**src/rtl/tpb_pkg.sv**
```systemverilog
package tpb_pkg;
  typedef enum logic [0:0] {
    ST_GATHER = 1'b0,
    ST_SEND   = 1'b1
  } tpb_state_e;
endpackage

```
**src/rtl/tpb_store.sv**
```systemverilog
module tpb_store #(
  parameter int DEPTH = 16,
  parameter int WIDTH = 16,
  localparam int AW = $clog2(DEPTH)
) (
  input  logic             clk,
  input  logic             wr_en,
  input  logic [AW-1:0]    wr_addr,
  input  logic [WIDTH-1:0] wr_data,
  input  logic             rd_en,
  input  logic [AW-1:0]    rd_addr,
  output logic [WIDTH-1:0] rd_q
);
  logic [WIDTH-1:0] mem [DEPTH];

  always_ff @(posedge clk) begin
    if (wr_en) mem[wr_addr] <= wr_data;
  end

  always_ff @(posedge clk) begin
    if (rd_en) rd_q <= mem[rd_addr];
  end
endmodule

```
**src/rtl/tpb_timer.sv**
```systemverilog
module tpb_timer #(
  parameter int TO_W = 16
) (
  input  logic            clk,
  input  logic            rst,
  input  logic            clr,
  input  logic            run,
  input  logic [TO_W-1:0] limit,
  output logic            expired
);
  logic [TO_W-1:0] elapsed;

  always_ff @(posedge clk) begin
    if (rst || clr) begin
      elapsed <= '0;
    end else if (run && (elapsed != '1)) begin
      elapsed <= elapsed + 1'b1;
    end
  end

  assign expired = (elapsed >= limit);
endmodule

```
**src/rtl/tpb_ctrl.sv**
```systemverilog
module tpb_ctrl
  import tpb_pkg::*;
#(
  parameter int DEPTH   = 16,
  parameter int ENTRY_W = 16,
  parameter int DEST_W  = 7,
  parameter int VC_W    = 3,
  localparam int AW     = $clog2(DEPTH),
  localparam int CNT_W  = $clog2(DEPTH) + 1,
  localparam int HDR_W  = CNT_W + VC_W + DEST_W
) (
  input  logic               clk,
  input  logic               rst,
  input  logic [CNT_W-1:0]   cfg_wm,
  input  logic               tmr_expired,
  output logic               tmr_run,
  output logic               tmr_clr,
  input  logic               in_valid,
  output logic               in_ready,
  input  logic [DEST_W-1:0]  in_dest,
  input  logic [VC_W-1:0]    in_vc,
  output logic               wr_en,
  output logic [AW-1:0]      wr_addr,
  output logic               rd_en,
  output logic [AW-1:0]      rd_addr,
  output logic               o_valid,
  output logic               o_hdr,
  output logic               o_last,
  output logic [ENTRY_W-1:0] o_hdr_word
);
  tpb_state_e         state;
  logic [CNT_W-1:0]   held_cnt, flit_len, rd_ptr;
  logic [DEST_W-1:0]  held_dest;
  logic [VC_W-1:0]    held_vc;

  logic [CNT_W-1:0]   wm_eff, cnt_inc, cnt_final;
  logic               gathering, holding, target_diff, force_out, take, close_now;
  logic [DEST_W-1:0]  hdr_dest;
  logic [VC_W-1:0]    hdr_vc;

  always_comb begin
    if (cfg_wm == '0 || cfg_wm > CNT_W'(DEPTH)) wm_eff = CNT_W'(DEPTH);
    else                                         wm_eff = cfg_wm;
  end

  assign gathering   = (state == ST_GATHER);
  assign holding     = (held_cnt != '0);
  assign target_diff = holding && ((in_dest != held_dest) || (in_vc != held_vc));
  assign force_out   = holding && (tmr_expired || held_cnt >= wm_eff);
  assign in_ready    = gathering && !force_out && !(in_valid && target_diff);
  assign take        = in_valid && in_ready;
  assign cnt_inc     = held_cnt + 1'b1;
  assign cnt_final   = take ? cnt_inc : held_cnt;
  assign close_now   = gathering &&
                       (force_out || (in_valid && target_diff) || (take && cnt_inc >= wm_eff));
  assign hdr_dest    = holding ? held_dest : in_dest;
  assign hdr_vc      = holding ? held_vc   : in_vc;

  assign tmr_run = gathering && holding;
  assign tmr_clr = !holding;
  assign wr_en   = take;
  assign wr_addr = held_cnt[AW-1:0];
  assign rd_en   = (state == ST_SEND);
  assign rd_addr = rd_ptr[AW-1:0];

  always_ff @(posedge clk) begin
    if (rst) begin
      state      <= ST_GATHER;
      held_cnt   <= '0;
      flit_len   <= '0;
      rd_ptr     <= '0;
      held_dest  <= '0;
      held_vc    <= '0;
      o_valid    <= 1'b0;
      o_hdr      <= 1'b0;
      o_last     <= 1'b0;
      o_hdr_word <= '0;
    end else begin
      o_valid <= 1'b0;
      o_hdr   <= 1'b0;
      o_last  <= 1'b0;
      case (state)
        ST_GATHER: begin
          if (take && !holding) begin
            held_dest <= in_dest;
            held_vc   <= in_vc;
          end
          if (close_now) begin
            state      <= ST_SEND;
            flit_len   <= cnt_final;
            held_cnt   <= '0;
            rd_ptr     <= '0;
            o_valid    <= 1'b1;
            o_hdr      <= 1'b1;
            o_hdr_word <= '0;
            o_hdr_word[HDR_W-1:0] <= {hdr_dest, hdr_vc, cnt_final};
          end else if (take) begin
            held_cnt <= cnt_inc;
          end
        end
        ST_SEND: begin
          o_valid <= 1'b1;
          o_last  <= (rd_ptr == flit_len - CNT_W'(1));
          rd_ptr  <= rd_ptr + 1'b1;
          if (rd_ptr == flit_len - CNT_W'(1)) state <= ST_GATHER;
        end
        default: state <= ST_GATHER;
      endcase
    end
  end
endmodule

```
**src/rtl/txn_pack_buf.sv**
```systemverilog
module txn_pack_buf #(
  parameter int DEPTH   = 16,
  parameter int ENTRY_W = 16,
  parameter int DEST_W  = 7,
  parameter int VC_W    = 3,
  parameter int TO_W    = 16,
  localparam int AW     = $clog2(DEPTH),
  localparam int CNT_W  = $clog2(DEPTH) + 1
) (
  input  logic               clk,
  input  logic               rst,
  input  logic [CNT_W-1:0]   cfg_wm,
  input  logic [TO_W-1:0]    cfg_timeout,
  input  logic               in_valid,
  output logic               in_ready,
  input  logic [DEST_W-1:0]  in_dest,
  input  logic [VC_W-1:0]    in_vc,
  input  logic [ENTRY_W-1:0] in_data,
  output logic               out_valid,
  output logic               out_hdr,
  output logic               out_last,
  output logic [ENTRY_W-1:0] out_data
);
  logic               tmr_expired, tmr_run, tmr_clr;
  logic               wr_en, rd_en;
  logic [AW-1:0]      wr_addr, rd_addr;
  logic [ENTRY_W-1:0] rd_q, hdr_word;

  tpb_timer #(.TO_W(TO_W)) u_timer (
    .clk     (clk),
    .rst     (rst),
    .clr     (tmr_clr),
    .run     (tmr_run),
    .limit   (cfg_timeout),
    .expired (tmr_expired)
  );

  tpb_store #(.DEPTH(DEPTH), .WIDTH(ENTRY_W)) u_store (
    .clk     (clk),
    .wr_en   (wr_en),
    .wr_addr (wr_addr),
    .wr_data (in_data),
    .rd_en   (rd_en),
    .rd_addr (rd_addr),
    .rd_q    (rd_q)
  );

  tpb_ctrl #(
    .DEPTH(DEPTH), .ENTRY_W(ENTRY_W), .DEST_W(DEST_W), .VC_W(VC_W)
  ) u_ctrl (
    .clk         (clk),
    .rst         (rst),
    .cfg_wm      (cfg_wm),
    .tmr_expired (tmr_expired),
    .tmr_run     (tmr_run),
    .tmr_clr     (tmr_clr),
    .in_valid    (in_valid),
    .in_ready    (in_ready),
    .in_dest     (in_dest),
    .in_vc       (in_vc),
    .wr_en       (wr_en),
    .wr_addr     (wr_addr),
    .rd_en       (rd_en),
    .rd_addr     (rd_addr),
    .o_valid     (out_valid),
    .o_hdr       (out_hdr),
    .o_last      (out_last),
    .o_hdr_word  (hdr_word)
  );

  assign out_data = out_hdr ? hdr_word : rd_q;
endmodule

```
**config.mk**
```make
export PLATFORM = sky130hd
export DESIGN_NAME = txn_pack_buf
export DESIGN_NICKNAME = d
export VERILOG_FILES = /design/src/rtl/tpb_pkg.sv /design/src/rtl/tpb_store.sv /design/src/rtl/tpb_timer.sv /design/src/rtl/tpb_ctrl.sv /design/src/rtl/txn_pack_buf.sv
export SDC_FILE = /design/constraint.sdc
export NUM_CORES = 1
export LEC_CHECK = 0
export BUFFER_PORTS_ARGS = -buffer_cell sky130_fd_sc_hd__clkbuf_2
export CAP_MARGIN = 20
export CORE_MARGIN = 4
export CORE_UTILIZATION = 45
export CTS_BUF_LIST = sky130_fd_sc_hd__clkbuf_8
export DETAILED_ROUTE_END_ITERATION = 6
export PLACE_DENSITY_LB_ADDON = 0.3
export SETUP_SLACK_MARGIN = 0.5
export SLEW_MARGIN = 20
export SYNTH_ARGS = -nofsm -noshare
export SYNTH_HDL_FRONTEND = slang
export SYNTH_SLANG_ARGS = --single-unit
```
**constraint.sdc**
```tcl
create_clock -name clk -period 8.78 [get_ports clk]
set_input_delay 0.878 -clock clk [delete_from_list [all_inputs] [get_ports clk]]
set_output_delay 0.878 -clock clk [all_outputs]
set_load 0.02 [all_outputs]
```
==> impl_results.md, run 1 <==
* Power share of the clock group at 0.347
* Crit path max-delay family: simple AND/OR/NAND/NOR gates
* Clk buf depth at 3
* Synthesis-stage register bit count at 327
* Top post-synthesis cells by area: edfxtp_1, mux4_2, dfxtp_1, ha_1, xor2_1
* Post-cts sizing count at 0
* CP max-delay cell: or4_1
* Worst-path clk slew at 0.05 ns
* Max_cap viols at 0
* Crit path required time at 7.90 ns
* Row Count at 63
* Max-slew violation count at 0
* FFs w/ async S/R, synth at 0
* Switch Pwr at 906 uW
* Top cell type's share of synthesized area at 0.589
* Htree depth at 2
* Clk Latency, worst-skew pair at 0.56 ns
* Final hold vios at 0
* Arrival @ worst endpoint at 3.67 ns
* Status: completed
* Congestion Overflow GR at 0
* Routed len/inst at 22.1 um
* Initial antenna violation count at 0
* Final worst slack at 4.24 ns
* Cts bufs inserted at 51
* Die Y-Extent at 183 um
* Share of layout cells above drive strength 1 at 0.273
* Synth Cell Area at 13900 um^2
* # fillers at 2441
* EDFF count, synth at 272
* DRC violations left at 0
* Crit. path cell count at 11
* Worst slew margin at 0.325
* Area delta synth->final at 12.4%
* HPWL after DPL at 19800 um
* First-pass GRT wire length at 45700 um
* WL final at 29500 um
* Startpoint types: input pin
* Starting DRT DRC Count at 582
* Most common cell in the synthesized netlist: edfxtp_1
* Reg power frac at 0.511
* Worst path bufs/invs at 2
* Clk root buf: clkbuf_8
* Worst Clk Skew at 0.0248 ns
* Final nets at 986
* Remaining antenna violation count at 0
* Commonest cells in the netlist: edfxtp_1, mux4_2, dfxtp_1, nand2_1, ha_1
* Synth unique cells at 59
* Yosys warns at 0
* IO Pins at 70
* Via Count at 7486
* Static leakage at 0.00538 uW
* Critical Path, Cell by Cell: clkbuf_2 -> or4_1 -> ha_1 -> nand2b_1 -> ha_1 -> a2111oi_4 -> nor2_1 -> nor3_2 -> a21oi_2 -> nor2_1 -> clkbuf_2
* Synth area leader: edfxtp_1
* Setup WS pre-CTS at 3.86 ns
* Power share of the combinational group at 0.142
* Hold crit path type: reg2reg
* Worst IR Drop VDD at 0.141 mV
* Port-buffer cells at 69
* Sw frac at 0.256
* Max incr delay on CP at 0.52 ns
* Cell internal pwr at 2630 uW
* Max Fanout on Critical Path at 13
* Fmax at 220 MHz
* CTS tree: yes
* Die ar. at 33700 um^2
* Post-CTS Setup Repair Bufs at 0
* GP Congestion at 0.760
* Syn_area_per_cell at 17.0 um^2
* GRT Overall Usage at 0.178
* Die span in x at 183 um
* Vias in the first global route at 7613
* Top_reg_cell synth: edfxtp_1
* WHS Path Cells at 2
* Crit Path Class: in2out
* Worst reg2reg path depth at 9
* Synth Net Count at 897
* Vias/cell at 5.62
* Setup TNS at 0 ns
* Clk sink count at 327
* Cell area power density at 227 nW/um^2
* Endpoints failing setup at 0
* Initial Util at 0.461
* RSZ-0062 raised after global routing: false
* Final min period at 4.54 ns
* Pin count of the biggest net entering global routing at 69
* Core Region at 30000 um^2
* Crit. End Element: primary output
* Hold_buf cts at 0
* Cells after synthesis at 813
* Slew @ Worst Pin at 1.01 ns
* Fin crit share at 0.518
* Drt pass-1 iters at 5
* Sequential area share after synthesis at 0.669
-- path summary, 6_finish.rpt --
path                                           from             endpoint  slack [ns]
worst max-delay path                      cfg_wm[1]             in_ready        4.24
worst min register to register  u_ctrl.held_dest[1]  u_ctrl.held_dest[1]        0.48
worst min-delay path            u_ctrl.held_dest[1]  u_ctrl.held_dest[1]        0.48
worst max register to register   u_ctrl.held_cnt[0]   u_store.mem[10][4]        4.95
-- worst reg2reg max path, delay by kind of cell (launching register included) --
family          cells  cell delay [ns]
simple gates        6             2.04
flops               1             0.48
fa+ha+maj           1             0.35
compound gates      1             0.35
buf+inv             1             0.21
-- power groups by stage --
stage               sequential [uW]  combinational, uW  clock [uW]
global placement               1840                501           0
floorplan                      1810                361           0
detailed placement             1840                506           0
finish                         1810                503        1230
global route                   1810                547        1340
CTS                            1810                508        1250
-- metrics by stage --
| stage | std cells | power (uW) | utilization | hold slack, ns | area, um^2 |
|---|---|---|---|---|---|
| 2_1_floorplan | 813 | 2170 | - | 0.460 | 13900 |
| 3_3_place_gp | 1239 | 2340 | 0.486 | 0.467 | 14600 |
| 3_5_place_dp | 1239 | 2350 | 0.486 | 0.473 | 14600 |
| 4_1_cts | 1332 | 3570 | 0.519 | 0.481 | 15600 |
| 5_1_grt | 1332 | 3700 | 0.519 | 0.502 | 15600 |
| 6_report | 1333 | 3530 | 0.519 | 0.482 | 15600 |
-- area by class of cell --
| type | count | area (um^2) | share of cell area |
|---|---|---|---|
| multi-input combinational | 423 | 4340 | 0.279 |
| sequential | 327 | 9270 | 0.595 |
| clock inverter | 36 | 205 | 0.0132 |
| clock buffer | 57 | 785 | 0.0504 |
| tap | 390 | 488 | 0.0313 |
| inverter | 24 | 90.1 | 0.00578 |
| timing repair buffer | 75 | 390 | 0.0251 |
| antenna | 1 | 2.50 | 0.000161 |
-- sequential cells by signal, summed over array words and instances, names as in the netlist --
name and count:
u_ctrl.held_dest 7, u_store.rd_q 16, u_ctrl.o_hdr 1, u_ctrl.o_valid 1
u_ctrl.held_vc 3, u_ctrl.flit_len 4, u_timer.elapsed 16, u_ctrl.o_last 1
u_ctrl.o_hdr_word 11, u_store.mem 256, u_ctrl.rd_ptr 5, u_ctrl.rd_en 1
u_ctrl.held_cnt 5
-- cell families (layout without fill, tap and decap cells) --
kind of cell / Yosys count / in the layout / share of synthesized area
xor gates and xnor gates: 33 / 33 / 0.0209
adders and majority gates: 34 / 34 / 0.0307
AOI/OAI and AO/OA: 74 / 74 / 0.0399
and+or+nand+nor: 174 / 174 / 0.0696
muxes: 108 / 108 / 0.152
other: 0 / 1 / 0
buffers and inverters: 63 / 192 / 0.0182
DFF: 327 / 327 / 0.669
-- layout by cell type, fill, tap and decap left out, drive strengths merged, types with 2 or more instances in the layout --
master   netlist  final
a2111oi        6      6
a211o          3      3
a211oi        13     13
a21boi         2      2
a21o           5      5
a21oi         23     23
and2          16     16
and3           6      6
and4           4      4
buf           11      6
bufinv         0      2
clkbuf        28    126
clkinv         0     11
dfxtp         55     55
edfxtp       272    272
ha            34     34
inv           24     46
mux2          16     16
mux2i         12     12
mux4          80     80
nand2         46     46
nand2b        10     10
nand3         10     10
nand4         11     11
nor2          31     31
nor2b          3      3
nor3          15     15
nor3b          3      3
nor4           7      7
nor4b          2      2
o21a           4      4
o21ai          8      8
o31ai          2      2
or2            3      3
or3            4      4
xnor2          9      9
xor2          24     24
-- routing by layer --
layer,vias to the layer above,wire length [um],GRT usage
met1,3813,13700,0.271
met3,31,2210,0.0455
li1,3395,-,-
met2,247,13200,0.261
met4,0,391,0.0405
met5,-,0,0
Note: power is estimated with default switching activity, not from simulation.
==> inputs of run 2 (changes only) <==
==> constraint.sdc (replaced) <==
create_clock -name clk -period 4.41 [get_ports clk]
set_input_delay 0.441 -clock clk [delete_from_list [all_inputs] [get_ports clk]]
set_output_delay 0.441 -clock clk [all_outputs]
set_load 0.02 [all_outputs]
==> impl_results.md, run 2 (synthesis results as in run 1) <==
* Core Util, Final at 0.526 (+0.00687)
* Power, Total at 7170 uW (+100%)
* Max reg flops at 256 (unchanged)
* Fmax at 277 MHz
* Most common cell after layout, fill and taps aside: edfxtp_1
* Final hold vios at 0 (unchanged)
* Status: completed
* Static leakage at 0.00550 uW (+2.2%)
* Final worst slack at 0.806 ns (-3.43 ns)
* Final nets at 1003 (+1.7%)
* Startpoint types: input pin
* Biggest register: u_store.mem
* Crit Path Class: in2out
* GRT Overall Usage at 0.176 (-0.00215)
* Largest registers: u_store.mem (256), u_store.rd_q (16), u_timer.elapsed (16)
* Die ar. at 33700 um^2 (unchanged)
* Vias/cell at 5.57 (-0.82%)
* Clk Latency, worst-skew pair at 0.57 ns (about the same)
* Endpoints failing setup at 0 (unchanged)
* IO Pins at 70 (unchanged)
* Fin crit share at 0.817
* Port-buffer cells at 69 (unchanged)
* Slew @ Worst Pin at 0.958 ns (-0.0536 ns)
* Cts bufs inserted at 52 (+2.0%)
* Clk sink count at 327 (unchanged)
* CTS tree: yes
* Post-CTS Setup Repair Bufs at 0 (unchanged)
* Die Y-Extent at 183 um (unchanged)
* Commonest cells after routing, fill and taps aside: edfxtp_1, mux4_2, clkbuf_2
* Initial Util at 0.461 (unchanged)
* HPWL after DPL at 19800 um (about the same)
* WHS Path Cells at 3 (+1)
* Worst IR Drop VDD at 0.259 mV (+84%)
* Clk root buf: clkbuf_8
* Die span in x at 183 um (unchanged)
* Crit. End Element: primary output
* Worst slew margin at 0.360 (+0.0348)
* Htree depth at 2 (unchanged)
* Worst-path clk slew at 0.06 ns (about the same)
* Via Count at 7536 (+0.67%)
* Arrival @ worst endpoint at 3.16 ns (-0.51 ns)
* Crit path required time at 3.97 ns (-3.93 ns)
* Setup TNS at 0 ns (unchanged)
* Final Non-Filler Cells at 1353 (+1.5%)
* Hold crit path type: in2reg
* Max-slew violation count at 0 (unchanged)
* First-pass GRT wire length at 45500 um (-0.57%)
* Max Fanout on Critical Path at 13 (unchanged)
* Congestion Overflow GR at 0 (unchanged)
* RSZ-0062 raised after global routing: false
* ANT cells at 0 (-1)
* Clk buf depth at 3 (unchanged)
* WL final at 29000 um (-1.6%)
* Drt pass-1 iters at 5 (unchanged)
* Core Region at 30000 um^2 (unchanged)
* Final min period at 3.60 ns
* Routed len/inst at 21.4 um (-3.1%)
* Worst Clk Skew at 0.0259 ns (+0.00111 ns)
* DRC violations left at 0 (unchanged)
* Setup WS pre-CTS at 0.372 ns (-3.48 ns)
* Area delta synth->final at 13.9%
* Vias in the first global route at 7480 (-1.7%)
* GP Congestion at 0.765 (+0.62%)
* Cell area power density at 454 nW/um^2 (+100%)
* Placed cells at 1255 (+1.3%)
* Initial antenna violation count at 0 (unchanged)
* Max_cap viols at 0 (unchanged)
* Pin count of the biggest net entering global routing at 47 (-32%)
* Share of layout cells above drive strength 1 at 0.287 (+0.0138)
* Remaining antenna violation count at 0 (unchanged)
* Worst reg2reg path depth at 9 (unchanged)
* Starting DRT DRC Count at 652 (+12%)
* Row Count at 63 (unchanged)
[run 2: changes by cell type in the layout (fill, tap and decap cells not counted), sizes merged]
| cell | before | now |
|---|---|---|
| diode | 1 | 0 |
| clkinvlp | 1 | 0 |
| bufinv | 2 | 4 |
| clkinv | 11 | 19 |
| clkbuf | 126 | 125 |
| buf | 6 | 22 |
| inv | 46 | 43 |
[run 2: final timing paths]
| check | start | end | slack, ns |
|---|---|---|---|
| min reg2reg | u_ctrl.held_dest[0] | u_ctrl.held_dest[0] | 0.48 |
| max reg2reg | u_ctrl.held_cnt[1] | u_ctrl.rd_ptr[1] | 0.95 |
| min | in_dest[0] | u_ctrl.held_dest[0] | 0.14 |
| max | cfg_wm[1] | in_ready | 0.81 |
[run 2: timing repair]
| item | CTS | global route |
|---|---|---|
| setup endpoints to repair | 0 | 1 |
| gates resized for setup | 0 | 1 |
| hold buffers | 0 | 0 |
[run 2: cell type report]
type,count,area [um^2]
Inverter,24,90.1
Timing Repair Buffer,91,523
Clock buffer,56,771
Fill cell,2436,14200
Tap cell,390,488
Clock inverter,42,289
Multi-Input combinational cell,423,4350
Sequential cell,327,9270
[run 2: critical path, cell delays in order]
cell       delay (ns)
clkbuf_2         0.09
or4_1            0.52
ha_1             0.29
nand2b_1         0.17
ha_1             0.31
a2111oi_4        0.31
nor2_1           0.14
nor3_4           0.30
a21oi_2          0.22
nor2_1           0.16
clkbuf_2         0.20
[run 2: power breakdown]
group | switching (uW) | internal (uW)
logic | 554 | 450
clock network | 1150 | 1420
registers | 109 | 3490
total | 1810 | 5360
[run 2: layer usage]
| metal | GRT usage | vias up | share of wire |
|---|---|---|---|
| li1 | - | 3423 | - |
| met1 | 0.278 | 3760 | 0.46 |
| met2 | 0.257 | 313 | 0.45 |
| met3 | 0.0301 | 40 | 0.077 |
| met4 | 0.0405 | 0 | 0.017 |
| met5 | 0 | - | 0 |
[run 2: metrics by stage]
step | hold WS [ns] | area (um^2)
2_1_floorplan | 0.460 | 13900
3_3_place_gp | 0.467 | 14700
3_5_place_dp | 0.473 | 14700
4_1_cts | 0.0979 | 15800
5_1_grt | 0.108 | 15800
6_report | 0.136 | 15800
==> inputs of run 3 (changes only) <==
--- a/config.mk
+++ b/config.mk
@@ -5,6 +5,7 @@
 export SDC_FILE = /design/constraint.sdc
 export NUM_CORES = 1
 export LEC_CHECK = 0
+export ABC_AREA = 1
 export BUFFER_PORTS_ARGS = -buffer_cell sky130_fd_sc_hd__clkbuf_2
 export CAP_MARGIN = 20
 export CORE_MARGIN = 4
==> constraint.sdc (replaced) <==
create_clock -name clk -period 3.64 [get_ports clk]
set_input_delay 0.364 -clock clk [delete_from_list [all_inputs] [get_ports clk]]
set_output_delay 0.364 -clock clk [all_outputs]
set_load 0.02 [all_outputs]
==> impl_results.md, run 3 <==
* Final nets at 1492 (+49%)
* Crit path required time at 3.28 ns (-0.69 ns)
* Sw frac at 0.355 (+0.102)
* Max reg flops at 256 (unchanged)
* Placement Cell Area at 15200 um^2 (+3.3%)
* Final Non-Filler Cells at 1849 (+37%)
* FFs w/ async S/R, synth at 0 (unchanged)
* Final hold vios at 0 (unchanged)
* Startpoint types: input pin
* Drt pass-1 iters at 5 (unchanged)
* Commonest cells after routing, fill and taps aside: edfxtp_1, nor2_1, o21ai_0
* Routed len/inst at 19.9 um (-7.1%)
* Commonest cells in the netlist: edfxtp_1, nor2_1, nand2_1, o21ai_0, inv_1
* Worst path bufs/invs at 4 (+2)
* Switch Pwr at 3740 uW (+110%)
* Fin crit share at 0.824
* Htree depth at 2 (unchanged)
* Remaining antenna violation count at 0 (unchanged)
* Static leakage at 0.00612 uW (+11%)
* Clk Latency, worst-skew pair at 0.59 ns (+0.02 ns)
* GP Congestion at 0.906 (+19%)
* Fmax at 333 MHz
* HPWL after DPL at 24100 um (+21%)
* Reg power frac at 0.432 (-0.070)
* Cell internal pwr at 6790 uW (+27%)
* Cts bufs inserted at 53 (+1.9%)
* Die span in x at 186 um (+1.2%)
* Top post-synthesis cells by area: edfxtp_1, dfxtp_1, nor2_1, o21ai_0, nand2_1
* Max Fanout on Critical Path at 5 (-8)
* Sequential area share after synthesis at 0.653 (-0.0163)
* Worst-path clk slew at 0.05 ns (about the same)
* EDFF count, synth at 272 (unchanged)
* Core Region at 30800 um^2 (+2.7%)
* CP max-delay cell: or4_4
* Slew @ Worst Pin at 0.892 ns (-0.0662 ns)
* Initial Util at 0.461 (-0.000685)
* GRT Overall Usage at 0.210 (+0.0339)
* Worst slew margin at 0.403 (+0.0428)
* Setup TNS at 0 ns (unchanged)
* Hold crit path type: in2reg
* DRC violations left at 0 (unchanged)
* Vias in the first global route at 9503 (+27%)
* Hold_buf cts at 0 (unchanged)
* Status: completed
* Most common cell after layout, fill and taps aside: edfxtp_1
* Vias/cell at 5.56 (-0.22%)
* Synthesis-stage register bit count at 327 (unchanged)
* ANT cells at 0 (unchanged)
* Arrival @ worst endpoint at 2.64 ns (-0.52 ns)
* Max_cap viols at 0 (unchanged)
* Synth unique cells at 40 (-32%)
* Endpoints failing setup at 0 (unchanged)
* Top cell type's share of synthesized area at 0.575 (-0.0144)
* CTS tree: yes
* Synth Cell Area at 14200 um^2 (+2.5%)
* Power share of the combinational group at 0.286 (+0.146)
* Biggest register: u_store.mem
* Port-buffer cells at 69 (unchanged)
* Clk buf depth at 3 (unchanged)
* Crit. End Element: primary output
* Yosys warns at 0 (unchanged)
* Finished Cell Area at 16300 um^2 (+3.5%)
* Initial antenna violation count at 0 (unchanged)
* Final min period at 3.00 ns
* Syn_area_per_cell at 10.8 um^2 (-37%)
* WL final at 36800 um (+27%)
* Synth area leader: edfxtp_1
* Cells after synthesis at 1319 (+62%)
* Crit path max-delay family: simple AND/OR/NAND/NOR gates
* Critical Path, Cell by Cell: buf_6 -> or4_4 -> ha_4 -> inv_4 -> nand2_4 -> ha_4 -> nand2_4 -> nor2_2 -> nand2_1 -> nand3_1 -> nor2_1 -> nand4_1 -> nand2_2 -> buf_6 -> nand2_8 -> nor2_4 -> buf_8
* Clk root buf: clkbuf_8
* Area delta synth->final at 15.1%
* Power share of the clock group at 0.283 (-0.075)
* First-pass GRT wire length at 55000 um (+21%)
* Share of layout cells above drive strength 1 at 0.151 (-0.135)
* Die ar. at 34500 um^2 (+2.4%)
* Congestion Overflow GR at 0 (unchanged)
* Worst IR Drop VDD at 0.329 mV (+27%)
* Pin count of the biggest net entering global routing at 87 (+85%)
* Cell area power density at 645 nW/um^2 (+42%)
* Worst Clk Skew at 0.0330 ns (+0.00706 ns)
* Via Count at 10300 (+36%)
* Row Count at 64 (+1.6%)
* Placed cells at 1744 (+39%)
* Most common cell in the synthesized netlist: edfxtp_1
* Max-slew violation count at 0 (unchanged)
* Starting DRT DRC Count at 1023 (+57%)
* IO Pins at 70 (unchanged)
* Top_reg_cell synth: edfxtp_1
* RSZ-0062 raised after global routing: false
* Crit Path Class: in2out
* Clk sink count at 327 (unchanged)
* Largest registers: u_store.mem (256), u_store.rd_q (16), u_timer.elapsed (16)
* Synth Net Count at 1403 (+56%)
* Max incr delay on CP at 0.54 ns (+0.02 ns)
* Die Y-Extent at 186 um (+1.2%)
run 3: cell types whose count changed in the layout (fill, tap and decap cells not counted), sizes merged, moves of 37 or more:
cell,delta
inv,+83
mux4,-80
nand2,+108
nand3,+49
nor2,+195
o21ai,+141
o22ai,+37
run 3: power by group through the flow:
| stage | registers (uW) | clock network, uW | logic (uW) |
|---|---|---|---|
| after floorplan | 4600 | 0 | 1920 |
| after global placement | 4610 | 0 | 2880 |
| after detailed placement | 4620 | 0 | 2900 |
| after CTS | 4540 | 3040 | 2940 |
| after global routing | 4570 | 3230 | 3280 |
| final | 4550 | 2980 | 3010 |
run 3: cell families (layout without fill, tap and decap cells):
| group | after synthesis | count (layout) | share of synthesized area |
|---|---|---|---|
| AOI/OAI and AO/OA | 274 | 274 | 0.111 |
| xor gates and xnor gates | 17 | 17 | 0.0105 |
| DFF | 327 | 327 | 0.653 |
| adders and majority gates | 34 | 34 | 0.0300 |
| buffers and inverters | 174 | 307 | 0.0489 |
| and+or+nand+nor | 493 | 494 | 0.147 |
run 3: stage by stage:
stage / utilization / power [uW] / hold slack [ns] / setup slack [ns]
5_1_grt: 0.530 / 11100 / 0.0696 / 0.494
3_3_place_gp: 0.493 / 7490 / 0.471 / 0.352
6_report: 0.530 / 10500 / 0.0922 / 0.639
2_1_floorplan: - / 6520 / 0.455 / 0.334
4_1_cts: 0.526 / 10500 / 0.0546 / 0.507
3_5_place_dp: 0.493 / 7520 / 0.478 / 0.295
run 3: worst min-delay path, stage by stage:
cell and delay [ns]:
clkbuf_2 0.11, nor2_1 0.10, a211oi_1 0.05
run 3: final cells by class:
cell class,instances,area (um^2)
fillers,2670,14500
repair buffers,103,671
well taps,396,495
clock inverters,44,226
clock buffers,56,771
inverters,104,394
flip-flops and latches,327,9280
multi-input cells,819,4510
run 3: metal layers:
metal | GRT usage | part of all wire
met2 | 0.319 | 0.44
met1 | 0.309 | 0.45
met4 | 0.0466 | 0.016
met5 | 0 | 0
met3 | 0.0508 | 0.092
run 3: path summary, 6_finish.rpt:
kind,start,to,slack [ns],depth (start not counted)
max,cfg_wm[2],in_ready,0.64,17
min reg2reg,u_ctrl.held_dest[4],u_ctrl.held_dest[4],0.50,2
min,in_dest[0],u_ctrl.held_dest[0],0.09,3
max reg2reg,u_ctrl.held_cnt[1],u_ctrl.held_cnt[3],0.76,13
run 3: what timing repair did:
action                     4_1_cts  5_1_grt
pin swaps                        1       10
setup endpoints to repair        1        1
gates resized for setup          4       18
buffers inserted                 0        4
gates cloned                     1        0
